`config.mk`:
```
export PLATFORM = sky130hd
export DESIGN_NAME = bridge_guard
export DESIGN_NICKNAME = d
export VERILOG_FILES = /design/src/rtl/bridge_pkg.sv /design/src/rtl/rst_sync.sv /design/src/rtl/leg_decode.sv /design/src/rtl/thermal_trip.sv /design/src/rtl/brake_timer.sv /design/src/rtl/bridge_guard.sv
export SDC_FILE = /design/constraint.sdc
export NUM_CORES = 1
export LEC_CHECK = 0
export ABC_AREA = 1
export BUFFER_PORTS_ARGS = -buffer_cell sky130_fd_sc_hd__buf_2
export CORE_ASPECT_RATIO = 2
export CORE_MARGIN = 5
export CORE_UTILIZATION = 35
export DETAILED_ROUTE_END_ITERATION = 16
export PLACE_DENSITY = 0.66
export REMOVE_ABC_BUFFERS = 1
export SETUP_SLACK_MARGIN = 0.1
export SYNTH_ARGS = -nofsm -noshare
export SYNTH_HDL_FRONTEND = slang
export SYNTH_SLANG_ARGS = --single-unit
export TNS_END_PERCENT = 50
```
`constraint.sdc`:
```
create_clock -name clk -period 2.45 [get_ports clk]
set_clock_uncertainty 0.05 [all_clocks]
set_input_delay 0.245 -clock clk [delete_from_list [all_inputs] [get_ports clk]]
set_output_delay 0.245 -clock clk [all_outputs]
set_load 0.01 [all_outputs]
```
`src/rtl/bridge_pkg.sv`:
```
package bridge_pkg;

  typedef enum logic [1:0] {
    MODE_RUN     = 2'd0,
    MODE_RELEASE = 2'd1,
    MODE_CLAMP   = 2'd2,
    MODE_TRIP    = 2'd3
  } drive_mode_t;

  typedef struct packed {
    logic hi;
    logic lo;
  } gate_pair_t;

endpackage

```
`src/rtl/rst_sync.sv`:
```
module rst_sync (
  input  logic clk,
  input  logic rst_ni,
  output logic rst_no
);
  logic [1:0] sync_q;

  always_ff @(posedge clk or negedge rst_ni) begin
    if (!rst_ni) sync_q <= 2'b00;
    else         sync_q <= {sync_q[0], 1'b1};
  end

  assign rst_no = sync_q[1];
endmodule

```
`src/rtl/leg_decode.sv`:
```
module leg_decode
  import bridge_pkg::*;
(
  input  logic       up_req_n,
  input  logic       lo_req,
  output gate_pair_t pair
);
  logic want_hi;
  logic want_lo;
  logic clash;

  always_comb begin
    want_hi = ~up_req_n;
    want_lo = lo_req;
    clash   = want_hi & want_lo;
    pair.hi = want_hi & ~clash;
    pair.lo = want_lo & ~clash;
  end
endmodule

```
`src/rtl/thermal_trip.sv`:
```
module thermal_trip #(
  parameter int TEMP_W  = 8,
  parameter int T_TRIP  = 160,
  parameter int T_CLEAR = 120
) (
  input  logic              clk,
  input  logic              rst_ni,
  input  logic [TEMP_W-1:0] temp_c,
  output logic              hot_nxt,
  output logic              hot_q
);
  localparam logic [TEMP_W-1:0] TRIP_C  = TEMP_W'(T_TRIP);
  localparam logic [TEMP_W-1:0] CLEAR_C = TEMP_W'(T_CLEAR);

  logic over;
  logic under;

  always_comb begin
    over  = (temp_c >= TRIP_C);
    under = (temp_c <= CLEAR_C);
    if (over)       hot_nxt = 1'b1;
    else if (under) hot_nxt = 1'b0;
    else            hot_nxt = hot_q;
  end

  always_ff @(posedge clk or negedge rst_ni) begin
    if (!rst_ni) hot_q <= 1'b0;
    else         hot_q <= hot_nxt;
  end


  trip_set_chk: assert property (@(posedge clk) disable iff (!rst_ni)
    (temp_c >= TRIP_C) |=> hot_q);


  trip_clear_chk: assert property (@(posedge clk) disable iff (!rst_ni)
    (temp_c <= CLEAR_C) |=> !hot_q);


  trip_hold_chk: assert property (@(posedge clk) disable iff (!rst_ni)
    ((temp_c > CLEAR_C) && (temp_c < TRIP_C)) |=> (hot_q == $past(hot_q)));
endmodule

```
`src/rtl/brake_timer.sv`:
```
module brake_timer #(
  parameter int DLY_W = 24
) (
  input  logic             clk,
  input  logic             rst_ni,
  input  logic             brake_n,
  input  logic [DLY_W-1:0] brake_dly,
  output logic             clamp
);
  logic [DLY_W-1:0] cnt_q;
  logic [DLY_W-1:0] cnt_d;
  logic             cnt_en;

  always_comb begin
    clamp  = ~brake_n & (cnt_q >= brake_dly);
    cnt_en = brake_n | (cnt_q < brake_dly);
    cnt_d  = brake_n ? '0 : cnt_q + 1'b1;
  end

  always_ff @(posedge clk or negedge rst_ni) begin
    if (!rst_ni)     cnt_q <= '0;
    else if (cnt_en) cnt_q <= cnt_d;
  end


  cnt_clear_chk: assert property (@(posedge clk) disable iff (!rst_ni)
    brake_n |=> (cnt_q == '0));


  cnt_hold_chk: assert property (@(posedge clk) disable iff (!rst_ni)
    (clamp && $stable(brake_dly)) |=> $stable(cnt_q));
endmodule

```
`src/rtl/bridge_guard.sv`:
```
module bridge_guard
  import bridge_pkg::*;
#(
  parameter int LEGS    = 3,
  parameter int TEMP_W  = 8,
  parameter int T_TRIP  = 160,
  parameter int T_CLEAR = 120,
  parameter int DLY_W   = 24
) (
  input  logic              clk,
  input  logic              rst_n,
  input  logic [LEGS-1:0]   up_req_n,
  input  logic [LEGS-1:0]   lo_req,
  input  logic              brake_n,
  input  logic [TEMP_W-1:0] temp_c,
  input  logic [DLY_W-1:0]  brake_dly,
  output logic [LEGS-1:0]   up_en,
  output logic [LEGS-1:0]   lo_en
);
  logic        rst_s;
  logic        hot_nxt;
  logic        hot_q;
  logic        clamp;
  drive_mode_t mode;
  gate_pair_t  leg_pair [LEGS];
  logic [LEGS-1:0] up_d;
  logic [LEGS-1:0] lo_d;

  rst_sync u_rst (
    .clk    (clk),
    .rst_ni (rst_n),
    .rst_no (rst_s)
  );

  thermal_trip #(
    .TEMP_W (TEMP_W),
    .T_TRIP (T_TRIP),
    .T_CLEAR(T_CLEAR)
  ) u_therm (
    .clk     (clk),
    .rst_ni  (rst_s),
    .temp_c  (temp_c),
    .hot_nxt (hot_nxt),
    .hot_q   (hot_q)
  );

  brake_timer #(
    .DLY_W (DLY_W)
  ) u_brk (
    .clk       (clk),
    .rst_ni    (rst_s),
    .brake_n   (brake_n),
    .brake_dly (brake_dly),
    .clamp     (clamp)
  );

  for (genvar g = 0; g < LEGS; g++) begin : g_leg
    leg_decode u_leg (
      .up_req_n (up_req_n[g]),
      .lo_req   (lo_req[g]),
      .pair     (leg_pair[g])
    );
  end

  always_comb begin
    if (hot_nxt)       mode = MODE_TRIP;
    else if (clamp)    mode = MODE_CLAMP;
    else if (!brake_n) mode = MODE_RELEASE;
    else               mode = MODE_RUN;
  end

  always_comb begin
    for (int i = 0; i < LEGS; i++) begin
      case (mode)
        MODE_RUN: begin
          up_d[i] = leg_pair[i].hi;
          lo_d[i] = leg_pair[i].lo;
        end
        MODE_CLAMP: begin
          up_d[i] = 1'b0;
          lo_d[i] = 1'b1;
        end
        default: begin
          up_d[i] = 1'b0;
          lo_d[i] = 1'b0;
        end
      endcase
    end
  end

  always_ff @(posedge clk or negedge rst_s) begin
    if (!rst_s) begin
      up_en <= '0;
      lo_en <= '0;
    end else begin
      up_en <= up_d;
      lo_en <= lo_d;
    end
  end


  no_shoot_thru_chk: assert property (@(posedge clk) disable iff (!rst_s)
    ((up_en & lo_en) == '0));


  brake_hi_off_chk: assert property (@(posedge clk) disable iff (!rst_s)
    !brake_n |=> (up_en == '0));


  clamp_lo_on_chk: assert property (@(posedge clk) disable iff (!rst_s)
    (clamp && !hot_nxt) |=> (lo_en == '1));


  trip_all_off_chk: assert property (@(posedge clk) disable iff (!rst_s)
    hot_q |-> ((up_en == '0) && (lo_en == '0)));
endmodule

```
==> run metrics <==
PwrDens=407 nW/µm²; Critical Path RT=~2600 ps; CTS root buf=clkbuf_16; chip width=72.4 µm; largest net degree at the start of global routing=50; worst slew pin tran=522 ps; antenna violations before repair=0; CP endpoint kind=flop; top cells by area, synth=dfrtp_1 (30%), nand2_1 (17%), ha_1 (11%); Final Max Slew Viols=0; Setup-failing EPs final=0; dpl hpwl=around 5.3 mm; worst path cell trace=ha_1 -> a21oi_1 -> o21ai_0 -> nor2_2 -> nand2_1 -> nor2_4 -> buf_4 -> nand3_1 -> nand2_1; Syn Area/Cell=6.81 µm²; P_leak=1.87 nW; height of the die=135 µm; cell taking the most area after synthesis=dfrtp_1; synthesized instance count=400; switching part of the total power=24.9%; Num CTS Buffers=5; r2r startpoint=u_brk.cnt_q[21]$_DFFE_PN0P_; hold_ws=77.6 ps; WS Path Type=reg -> reg; total wire length=6.62 mm; CP max stage delay=450 ps; status=complete, no violations; Hold Crit Class=in -> reg; Synth Warn #=0; f_max=0.489 GHz; Switch Pwr=0.325 mW; number of synthesized flops with an enable pin=0; Clock transition at path regs=60 ps; via count=2568; Pint=just under 1 mW; fin crit share=83.4%; GR Util All Layers=14.6%; post-CTS sizing=0; n_diodes=0; Port Buffers=46; H-tree Lvls=2; RSZ-0062 raised after global routing=no; CTS tree=built; share of the synthesized area in the top cell type=30.3%; core area=7600 µm²; Setup Total Neg Slack=0 ps; GPL Wtd Cong=0.884; Synth top cells by count=nand2_1 (123), inv_1 (63), nand3_1 (52); Seq/Total Area, Yosys=30.3%; layout cells sized above 1=around 17%; Critical Path Most Common Cell=nand2_1; beginning of the critical path=u_brk.cnt_q[21]$_DFFE_PN0P_; Cell variety after synth=25; Primary FF master, synth=dfrtp_1; Clock power frac=between 40% and 50%; Area Growth Syn to Fin=18.1%; row count=45; first-pass GRT wire length=11.1 mm; VDD IR max=roughly 0.35 mV; cell with the largest stage delay on the worst path=dfrtp_1; Ports=47; Critical Path AT=2210 ps; # DRC=0; DR vias/cell=4.70; average wire per cell in the routed design=~12 µm; final hold violation count=0; top-count cell post-synth=nand2_1; post-CTS setup buffers=0; sequential group share of total power=43.0%; Synth Register Bits=33; largest buffer count on any clock path=2; drt first pass iters=4; DRT iter0 DRCs=75; CTS Sinks=33; FFs w/ async S/R, synth=100%; Clk Latency, worst-skew pair=roughly 280 ps; hold buffers post-CTS=1; synthesized area=2720 µm²; maximum capacitance violations=0; vias in the first global route=approximately 2.5k; CP Max Fanout=24; CP startpoint kind=flop; nets=517; Slew headroom=65.2%; minimum clock period=2040 ps; Initial Utilization=35.8%; HP Start=up_req_n[0]; die area=9750 µm²; Gate power share=9.7%; residual antenna-violating net count after detailed routing=0; aggregate global routing overflow=0; post-layout util=around 42%
==> worst max-delay path: cells and delay by family (launching register included) <==
kind | cells | cell delay (ps)
AO/OA/AOI/OAI | 2 | 250
adder cells (fa/ha/maj) | 1 | 330
AND/OR/NAND/NOR | 5 | 600
buffers and inverters | 1 | 290
flip-flops | 1 | 450
==> layout by cell type (no fill, tap or decap), types with 7 or more instances in the layout <==
master     n
buf_2     46
dfrtp_1   33
a21oi_1    7
xnor2_1    7
nand3_2   11
nand2_1  123
nand3_1   52
nor2_1    42
xor2_1     8
ha_1      25
inv_1     63
==> stage by stage <==
step / area [µm²] / setup slack (ps) / instances / power [mW]
after global placement: 3060 / 455 / 537 / 0.695
after global routing: 3220 / 221 / 546 / 1.37
final: 3220 / 407 / 546 / 1.31
after detailed placement: 3060 / 424 / 537 / 0.701
after floorplan: 2670 / 576 / 391 / 0.641
after CTS: 3220 / 395 / 546 / 1.33
==> final timing paths <==
check	end	slack, ps	cells past startpoint
setup reg to reg	u_brk.cnt_q[2]$_DFFE_PN0P_	410	9
setup / recovery	u_brk.cnt_q[2]$_DFFE_PN0P_	410	9
hold reg to reg	u_brk.cnt_q[3]$_DFFE_PN0P_	210	1
hold / removal	up_en[0]$_DFF_PN0_	80	2
min in group asynchronous	u_brk.cnt_q[3]$_DFFE_PN0P_	210	1
max in group asynchronous	up_en[1]$_DFF_PN0_	1840	1
==> final cells by class <==
type / count / area [µm²]
fill: 821 / 4390
multi-input combinational: 294 / 1600
tap: 94 / 118
inverter: 64 / 240
clock inverter: 3 / 22.5
clock buffer: 5 / 125
sequential: 33 / 826
timing repair buffer: 53 / 285
==> registers in the layout, indices dropped and copies added, names as in the netlist <==
signal / count
up_en: 3
lo_en: 3
u_rst.sync_q: 2
u_therm.hot_q: 1
u_brk.cnt_q: 24
==> power groups by stage <==
stage | clock network, mW | registers (mW) | logic, mW
finish | 0.619 | 0.563 | 0.127
global route | 0.659 | 0.564 | 0.148
CTS | 0.633 | 0.563 | 0.130
detailed placement | 0 | 0.573 | 0.128
global placement | 0 | 0.573 | 0.122
floorplan | 0 | 0.580 | 0.0616
==> cells by family (layout without fill, tap and decap cells) <==
logic type | count (synthesis) | after routing | synth area share [%]
flops | 33 | 33 | 30.3
xor+xnor | 15 | 15 | 4.82
other cells | 1 | 1 | 0.138
simple gates | 239 | 239 | 39.1
buf+inv | 73 | 125 | 11.0
compound gates | 14 | 14 | 3.17
fa+ha+maj | 25 | 25 | 11.5
==> per-layer routing <==
| layer | GRT usage, % | vias to the layer above | wire (µm) |
|---|---|---|---|
| met5 | 0 | - | 0 |
| met4 | 8.21 | 0 | 289 |
| met3 | 2.24 | 18 | 231 |
| met2 | 27.4 | 52 | 3700 |
| met1 | 14.8 | 1154 | 2400 |
| li1 | - | 1344 | - |
(Power assumes the default switching activity.)
